**src/rtl/tmr_pkg.sv**
```systemverilog
package tmr_pkg;

   typedef enum logic [1:0] {
      TM_SQUARE   = 2'd0,
      TM_SWSTROBE = 2'd1,
      TM_HWSTROBE = 2'd2,
      TM_RSVD     = 2'd3
   } tmr_mode_e;

endpackage

```
**src/rtl/tmr_gate_edge.sv**
```systemverilog
module tmr_gate_edge #(
   parameter logic RST_LVL = 1'b0
) (
   input  logic clk,
   input  logic rst_n,
   input  logic gate,
   output logic rise
);
   logic gate_q;

   always_ff @(posedge clk or negedge rst_n) begin
      if (!rst_n) gate_q <= RST_LVL;
      else        gate_q <= gate;
   end

   assign rise = gate & ~gate_q;
endmodule

```
**src/rtl/tmr_ctrl.sv**
```systemverilog
module tmr_ctrl
   import tmr_pkg::*;
#(
   parameter int WIDTH = 16
) (
   input  logic             clk,
   input  logic             rst_n,
   input  logic             wr_en,
   input  logic             wr_sel,
   input  logic [WIDTH-1:0] wr_data,
   output tmr_mode_e        mode,
   output logic             mode_wr,
   output logic             cnt_wr,
   output logic [WIDTH:0]   nval,
   output logic             have_val
);
   localparam int CW = WIDTH + 1;

   generate
      if (WIDTH < 2) begin : g_bad_width
         $error("tmr_ctrl: WIDTH must be at least 2 to carry a mode code");
      end
   endgenerate

   logic [WIDTH-1:0] rl_q;
   logic             loaded_q;
   tmr_mode_e        code;

   function automatic logic [CW-1:0] eff_count(input logic [WIDTH-1:0] v);
      return {(v == '0), v};
   endfunction

   assign code    = tmr_mode_e'(wr_data[1:0]);
   assign mode_wr = wr_en & wr_sel & (code != TM_RSVD);
   assign cnt_wr  = wr_en & ~wr_sel;

   always_ff @(posedge clk or negedge rst_n) begin
      if (!rst_n) begin
         mode     <= TM_SQUARE;
         rl_q     <= '0;
         loaded_q <= 1'b0;
      end else if (mode_wr) begin
         mode     <= code;
         loaded_q <= 1'b0;
      end else if (cnt_wr) begin
         rl_q     <= wr_data;
         loaded_q <= 1'b1;
      end
   end

   assign nval     = cnt_wr ? eff_count(wr_data) : eff_count(rl_q);
   assign have_val = cnt_wr | loaded_q;
endmodule

```
**src/rtl/tmr_core.sv**
```systemverilog
module tmr_core
   import tmr_pkg::*;
#(
   parameter int WIDTH = 16
) (
   input  logic           clk,
   input  logic           rst_n,
   input  tmr_mode_e      mode,
   input  logic           mode_wr,
   input  logic           cnt_wr,
   input  logic [WIDTH:0] nval,
   input  logic           have_val,
   input  logic           gate,
   input  logic           rise,
   output logic           out_o
);
   localparam int CW = WIDTH + 1;
   localparam logic [CW-1:0] ONE = CW'(1);

   logic [CW-1:0] cnt;
   logic [CW-1:0] hi_half, lo_half;
   logic          phase_hi, run, armed, out_q, tc;

   assign hi_half = (nval + ONE) >> 1;
   assign lo_half = nval >> 1;
   assign tc      = (cnt == ONE);

   always_ff @(posedge clk or negedge rst_n) begin
      if (!rst_n) begin
         cnt      <= '0;
         phase_hi <= 1'b1;
         run      <= 1'b0;
         armed    <= 1'b0;
         out_q    <= 1'b1;
      end else if (mode_wr) begin
         phase_hi <= 1'b1;
         run      <= 1'b0;
         armed    <= 1'b0;
         out_q    <= 1'b1;
      end else begin
         case (mode)
            TM_SQUARE: begin
               if (cnt_wr) begin
                  cnt      <= hi_half;
                  phase_hi <= 1'b1;
                  out_q    <= 1'b1;
                  run      <= 1'b1;
               end else if (run && gate) begin
                  if (tc) begin
                     if (phase_hi && (lo_half != '0)) begin
                        phase_hi <= 1'b0;
                        out_q    <= 1'b0;
                        cnt      <= lo_half;
                     end else begin
                        phase_hi <= 1'b1;
                        out_q    <= 1'b1;
                        cnt      <= hi_half;
                     end
                  end else begin
                     cnt <= cnt - ONE;
                  end
               end
            end
            TM_SWSTROBE, TM_HWSTROBE: begin
               if ((mode == TM_SWSTROBE) ? cnt_wr : (rise && have_val)) begin
                  cnt   <= nval;
                  armed <= 1'b1;
                  out_q <= 1'b1;
               end else begin
                  out_q <= 1'b1;
                  if (armed) begin
                     if (tc) begin
                        out_q <= 1'b0;
                        armed <= 1'b0;
                     end else begin
                        cnt <= cnt - ONE;
                     end
                  end
               end
            end
            default: ;
         endcase
      end
   end

   assign out_o = out_q;
endmodule

```
**src/rtl/tmr_chan.sv**
```systemverilog
module tmr_chan
   import tmr_pkg::*;
#(
   parameter int WIDTH = 16
) (
   input  logic             clk,
   input  logic             rst_n,
   input  logic             wr_en,
   input  logic             wr_sel,
   input  logic [WIDTH-1:0] wr_data,
   input  logic             gate,
   output logic             out
);
   tmr_mode_e      mode;
   logic           mode_wr, cnt_wr, have_val, rise;
   logic [WIDTH:0] nval;

   tmr_gate_edge #(.RST_LVL(1'b0)) u_gate (
      .clk  (clk),
      .rst_n(rst_n),
      .gate (gate),
      .rise (rise)
   );

   tmr_ctrl #(.WIDTH(WIDTH)) u_ctrl (
      .clk     (clk),
      .rst_n   (rst_n),
      .wr_en   (wr_en),
      .wr_sel  (wr_sel),
      .wr_data (wr_data),
      .mode    (mode),
      .mode_wr (mode_wr),
      .cnt_wr  (cnt_wr),
      .nval    (nval),
      .have_val(have_val)
   );

   tmr_core #(.WIDTH(WIDTH)) u_core (
      .clk     (clk),
      .rst_n   (rst_n),
      .mode    (mode),
      .mode_wr (mode_wr),
      .cnt_wr  (cnt_wr),
      .nval    (nval),
      .have_val(have_val),
      .gate    (gate),
      .rise    (rise),
      .out_o   (out)
   );
endmodule

```
**config.mk**
```make
export PLATFORM = sky130hd
export DESIGN_NAME = tmr_chan
export DESIGN_NICKNAME = d
export VERILOG_FILES = /design/src/rtl/tmr_pkg.sv /design/src/rtl/tmr_gate_edge.sv /design/src/rtl/tmr_ctrl.sv /design/src/rtl/tmr_core.sv /design/src/rtl/tmr_chan.sv
export SDC_FILE = /design/constraint.sdc
export NUM_CORES = 1
export LEC_CHECK = 0
export ABC_AREA = 1
export BUFFER_PORTS_ARGS = -buffer_cell sky130_fd_sc_hd__buf_2
export CORE_MARGIN = 8
export CORE_UTILIZATION = 30
export CTS_BUF_LIST = sky130_fd_sc_hd__clkbuf_4
export DETAILED_ROUTE_END_ITERATION = 16
export SLEW_MARGIN = 20
export SYNTH_ARGS = -nofsm -noshare
export SYNTH_HDL_FRONTEND = slang
export SYNTH_SLANG_ARGS = --single-unit
```
**constraint.sdc**
```tcl
create_clock -name clk -period 5.4 [get_ports clk]
set_input_delay 1.08 -clock clk [delete_from_list [all_inputs] [get_ports clk]]
set_output_delay 1.08 -clock clk [all_outputs]
set_load 0.01 [all_outputs]
```
==> flow_metrics.tcl, run 1 <==
set metrics [dict create \
    run_status "completed" \
    viasPerCell 5.096 \
    clock-sinks 41 \
    core_mm2 0.01142 \
    cpLargestDelayFamily "simple AND/OR/NAND/NOR gates" \
    ff2ff_setup_slack_ns 2.52 \
    cts_root_buf "clkbuf_4" \
    path_cells "buf_2 > nand2_4 > o21ai_1 > nand2_2 > inv_2 > nor2_1 > a21oi_1 > nand2_2 > inv_1 > o21ai_0 > a21oi_1 > a21boi_1" \
    critPathCaptureType "register" \
    clk_path_buf_depth 2 \
    grt_overflow 0 \
    wl_mm 9.871 \
    start_kind "primary input" \
    timing.rr.start "u_ctrl.mode[0]$_DFFE_PN0P_" \
    path_max_fanout 33 \
    clkPwrFrac_pct 12.8 \
    insertion_delay_ns 0.38 \
    synth_ff_type "dfrtp_1" \
    whs_endpoint "u_ctrl.loaded_q$_DFFE_PN0P_" \
    drc 0 \
    synth-seq-cells 41 \
    rows 39 \
    relSlewSlack_pct 37.54 \
    synth_top_cell_by_area "dfrtp_1" \
    grt_max_degree 42 \
    path_clk_slew_ns 0.14 \
    worstMarginPinSlew_ns 0.9368 \
    cts_resized 0 \
    synth.top_cell.area_share_pct 27.91 \
    final.period_utilization_pct 61.64 \
    slew_violations 0 \
    die_area_mm2 0.01537 \
    diodes 0 \
    cts_max_level 2 \
    antenna_found_initial 0 \
    post_cts_buffers 0 \
    reg2reg_to "u_core.cnt[14]$_DFFE_PN0P_" \
    yosysUniqueCellTypes 49 \
    initialDrtViolationCount 281 \
    synth.area.top_cells "dfrtp_1 28%, nand2_1 13%, nor2_1 7.1%" \
    switching_share_pct 47.08 \
    cp.depth 12 \
    hold_viol 0 \
    synth_edf_count 0 \
    finalWeightedCongestion 0.8992 \
    mostFrequentLayoutCells "118 x nand2_1, 66 x nor2_1, 63 x inv_1" \
    min_path_type "reg -> reg" \
    worst-setup-path-type "in -> reg" \
    wl_per_cell_um 14.54 \
    die_x_um 124.0 \
    cts_tree "yes" \
    finalCriticalPeriod_ns 3.329 \
    drv_cap 0 \
    synthToLayoutAreaGrowth_pct 6.762 \
    ff2ff_path_depth 9 \
    path_buf_inv 3 \
    layout_commonest_cell "nand2_1" \
    power_density_mw_per_mm2 353.4 \
    grt_pass1_vias 3228 \
    rsz0062_at_grt "false" \
    hpwl_mm 7.576 \
    yosysWarnings 0 \
    max_stage_delay_ns 0.35 \
    stdcell_area_mm2 0.003734 \
    synthCells 518 \
    via_count 3460 \
    ir_drop_mv 0.1162 \
    fin_tns_setup_ns 0 \
    syn-num-nets 545 \
    cts_made_buffers 5 \
    start_util_pct 30.63 \
    p_comb_share_pct 50.3 \
    internal_power_w 0.0006984 \
    arrival_ns 3.61 \
    pin_count 22 \
    port_buffers 21 \
    synth.avg_cell_area_um2 6.751 \
    whs_path_depth 2 \
    setup_viol 0 \
    grt_pass1_wl_mm 16.10 \
    gr-usage-all-layers_pct 13.24 \
    cp_slowest_cell "nand2_2" \
    final_nets 562 \
    synth_seq_area_share_pct 29.41 \
    die_y_um 124.0 \
    antenna_left 0 \
    switchingPower_w 0.0006212 \
    postCtsHoldBufs 0 \
    fmax_ghz 0.3004 \
    cp.required_ns 5.68 \
    placed_cell_area_mm2 0.003677 \
    p_seq_share_pct 36.9 \
    synthArstFlopShare_pct 100.0 \
    finalClockSkew_ns 0.01897 \
    drive_above_1_share_pct 15.30 \
    hold_path_startpoint "u_ctrl.loaded_q$_DFFE_PN0P_" \
    dr.pass1.iters 5 \
    p_leak_nw 1.772 \
    synth_area_mm2 0.003497 \
]
-- kinds of logic (layout without fill, tap and decap cells) --
group | count (synthesis) | in the layout | synth area share [%]
XOR/XNOR | 11 | 11 | 2.755
adder cells (fa/ha/maj) | 6 | 6 | 2.147
buffers and inverters | 79 | 97 | 10.34
AO/OA/AOI/OAI | 86 | 86 | 14.81
AND/OR/NAND/NOR | 295 | 295 | 40.54
flip-flops | 41 | 41 | 29.41
-- how the worst max path moves through the flow --
stage,from,end
global route,wr_en,u_core.cnt[9]$_DFFE_PN0P_
global placement,wr_en,u_core.cnt[8]$_DFFE_PN0P_
CTS,wr_en,u_core.cnt[7]$_DFFE_PN0P_
detailed placement,wr_en,u_core.cnt[9]$_DFFE_PN0P_
floorplan,wr_sel,u_core.cnt[11]$_DFFE_PN0P_
finish,wr_en,u_core.cnt[9]$_DFFE_PN0P_
-- per-layer routing --
layer | vias up | track usage, % | wire, µm
met5 | - | 0 | 0
met4 | 0 | 3.569 | 162
met3 | 14 | 2.131 | 759
met2 | 116 | 20.50 | 4291
met1 | 1617 | 18.68 | 4657
li1 | 1713 | - | -
-- synth_stat cells (3+ instances only) --
library cell  count
nand2_2          19
nor2_2            6
o22ai_1           5
nor3_1            8
o21ai_1           4
xor2_1            9
inv_2             3
nand2_1         118
nor2_1           66
nand3_4           3
o21ai_0          21
nand3_1          46
o21ai_2           3
ha_1              6
nand2_4           8
a21boi_1          6
nand4_1          11
buf_2             3
o211ai_1          3
dfrtp_1          39
inv_1            63
a21oi_1          30
a22oi_1           3
-- worst register-to-register path, stage by stage, from the launching register on --
cell and delay, ns:
dfrtp_1 0.40, inv_1 0.06, ha_1 0.56, inv_1 0.30, nor2_1 0.24, a21oi_1 0.13, nand2_2 0.44, inv_1 0.27
or2_1 0.26, a21boi_1 0.13
-- final cells by class --
cell class,count,area [µm²]
inverters,68,257.7
clock buffers,7,52.55
clock inverters,1,3.754
multi-input cells,398,2107
flip-flops and latches,41,1028
fillers,1257,7685
well taps,143,178.9
repair buffers,21,105.1
-- registers in the layout, indices dropped and copies added (netlist names) --
name and cells:
u_core.cnt 17, u_core.armed 1, u_ctrl.mode 2, u_core.out_o 1, u_ctrl.loaded_q 1, u_core.run 1, u_ctrl.rl_q 16, u_gate.gate_q 1
u_core.phase_hi 1
-- per-stage QoR --
stage	power (W)	hold slack, ns	util [%]	worst slack, ns	cells
after floorplan	0.0009892	0.4650	-	2.751	518
after global placement	0.001136	0.4888	32.20	1.840	671
after detailed placement	0.001142	0.4926	32.20	1.742	671
after CTS	0.001311	0.5257	32.70	2.143	679
after global routing	0.001430	0.5538	32.70	1.794	679
final	0.001320	0.5219	32.70	2.071	679
-- power by group through the flow --
| stage | Combinational, W | Clock (W) | Sequential (W) |
|---|---|---|---|
| floorplan | 0.000519 | 0 | 0.000470 |
| global placement | 0.000646 | 0 | 0.000489 |
| detailed placement | 0.000653 | 0 | 0.000489 |
| CTS | 0.000657 | 0.000172 | 0.000483 |
| global route | 0.000747 | 0.000183 | 0.000500 |
| finish | 0.000664 | 0.000169 | 0.000487 |
Note: power is estimated with default switching activity, not from simulation.
==> run 2: changes to the inputs <==
Clock period 5.4 ns to 3.4 ns, I/O delays scaled along.
==> run 2 against run 1 <==
  * Clock power up 51%
  * Critical path depth decreased by 2
  * Sequential power rose by 59%
  * Largest power group unchanged
  * Cell count is 0.29% higher
==> flow_metrics.tcl, run 2 (synthesis results as in run 1) <==
set metrics [dict create \
    run_status "completed" \
    cts_resized 0 \
    setup_viol 0 \
    via_count 3390 \
    worstMarginPinSlew_ns 0.6196 \
    fin_util_pct 32.84 \
    hpwl_mm 7.826 \
    grt_pass1_wl_mm 16.91 \
    grt_use_met2_pct 21.78 \
    finalClockSkew_ns 0.01314 \
    start_kind "register" \
    drv_cap 0 \
    cp_common_cell "inv_1" \
    die_y_um 124.0 \
    wl_mm 9.993 \
    drc 0 \
    cts_tree "yes" \
    stdcell_area_mm2 0.003750 \
    cts_max_level 2 \
    path_cells "inv_1 > ha_1 > inv_1 > nor2_1 > a21oi_1 > nand2_2 > inv_1 > o21ai_0 > a21oi_1 > a21boi_1" \
    synthToLayoutAreaGrowth_pct 7.227 \
    placed_cell_area_mm2 0.003692 \
    diodes 0 \
    p_leak_nw 1.784 \
    max_flop_register "u_core.cnt" \
    mostFrequentLayoutCells "118 x nand2_1, 66 x nor2_1, 63 x inv_1" \
    max_stage_delay_ns 0.48 \
    rsz0062_at_grt "false" \
    cts_made_buffers 5 \
    ff2ff_setup_slack_ns 0.57 \
    port_buffers 21 \
    finalCriticalPeriod_ns 2.834 \
    insertion_delay_ns 0.36 \
    critPathCaptureType "register" \
    wl_per_cell_um 14.67 \
    cpLargestDelayFamily "buffers and inverters" \
    met1_usage_pct 19.07 \
    viasPerCell 4.978 \
    p_seq_share_pct 36.9 \
    die_x_um 124.0 \
    power_density_mw_per_mm2 559.8 \
    cp.required_ns 3.65 \
    fill_cells 1259 \
    dr.pass1.iters 5 \
    die_area_mm2 0.01537 \
    hold_viol 0 \
    top_regs "u_core.cnt: 17 flops, u_ctrl.rl_q: 16 flops, u_ctrl.mode: 2 flops" \
    grt_pass1_vias 3375 \
    antenna_left 0 \
    rows 39 \
    top_usage_layer "met2" \
    clkPwrFrac_pct 12.2 \
    final.period_utilization_pct 83.34 \
    initialDrtViolationCount 236 \
    arrival_ns 3.09 \
    largest_reg_flops 17 \
    regArea_mm2 0.001028 \
    gr-usage-all-layers_pct 13.84 \
    postCtsHoldBufs 0 \
    fin_tns_setup_ns 0 \
    ir_drop_mv 0.1813 \
    p_comb_share_pct 50.9 \
    worst-setup-path-type "reg -> reg" \
    grt_max_degree 42 \
    grt_overflow 0 \
    layout_commonest_cell "nand2_1" \
    drive_above_1_share_pct 15.80 \
    path_max_fanout 19 \
    relSlewSlack_pct 58.37 \
    post_cts_buffers 0 \
    grt.met3_usage_pct 2.584 \
    pin_count 22 \
    core_mm2 0.01142 \
    slew_violations 0 \
    final_nets 564 \
    start_util_pct 30.63 \
    clk_path_buf_depth 2 \
    path_clk_slew_ns 0.13 \
    cp_slowest_cell "ha_1" \
    multi_input_area_mm2 0.002107 \
    finalWeightedCongestion 0.9100 \
    cts_root_buf "clkbuf_4" \
    min_path_type "in -> async" \
    switchingPower_w 0.0009917 \
    clock-sinks 41 \
    antenna_found_initial 0 \
    path_buf_inv 3 \
    fmax_ghz 0.3529 \
    switching_share_pct 47.24 \
    internal_power_w 0.001107 \
]
## run 2: cell count changes in the layout (fill, tap and decap cells not counted), sizes merged
cell    previous run  this run
buf               21        23
clkbuf             7         6
clkinv             2         3
## run 2: path summary, 6_finish.rpt
kind,from,endpoint,cells after the start
min in group clk,gate,u_gate.gate_q$_DFF_PN0_,1
min,rst_n,u_gate.gate_q$_DFF_PN0_,1
max in group asynchronous,rst_n,u_ctrl.rl_q[11]$_DFFE_PN0P_,1
max reg2reg,u_ctrl.mode[0]$_DFFE_PN0P_,u_core.cnt[9]$_DFFE_PN0P_,10
min reg2reg,u_core.armed$_DFFE_PN0P_,u_core.armed$_DFFE_PN0P_,1
max,u_ctrl.mode[0]$_DFFE_PN0P_,u_core.cnt[9]$_DFFE_PN0P_,10
## run 2: metrics by stage
stage / setup WS, ns / power [W] / instances / hold slack, ns
final: 0.5663 / 0.002099 / 681 / 0.2929
after global routing: 0.2968 / 0.002301 / 681 / 0.3350
after CTS: 0.5996 / 0.002108 / 681 / 0.4461
after detailed placement: 0.2801 / 0.001837 / 673 / 0.4943
after global placement: 0.2943 / 0.001836 / 673 / 0.4897
after floorplan: 1.151 / 0.001571 / 518 / 0.3844
## run 2: per-layer routing
metal / part of all wire [%] / vias up / wire (µm)
met5: 0 / - / 0
li1: - / 1717 / -
met1: 48 / 1557 / 4820
met2: 44 / 103 / 4380
met3: 6.6 / 13 / 664
met4: 1.3 / 0 / 127
## run 2: area by class of cell
class	instances	area share, %
multi-input cells	398	56.19
flip-flops and latches	41	27.43
inverters	68	6.874
well taps	143	4.771
repair buffers	23	3.270
clock buffers	6	1.201
clock inverters	2	0.2669
## run 2: power by group through the flow
stage | Clock (W) | Sequential, W | Combinational, W
CTS | 0.000273 | 0.000773 | 0.00106
detailed placement | 0 | 0.000781 | 0.00106
finish | 0.000255 | 0.000775 | 0.00107
global route | 0.000286 | 0.000801 | 0.00121
global placement | 0 | 0.000779 | 0.00106
floorplan | 0 | 0.000747 | 0.000824
## run 2: worst register-to-register path: stages, from the launching register on
cell and delay, ns:
dfrtp_1 0.42, inv_1 0.08, ha_1 0.48, inv_1 0.40
nor2_1 0.14, a21oi_1 0.26, nand2_2 0.27, inv_1 0.31
o21ai_0 0.14, a21oi_1 0.14, a21boi_1 0.09
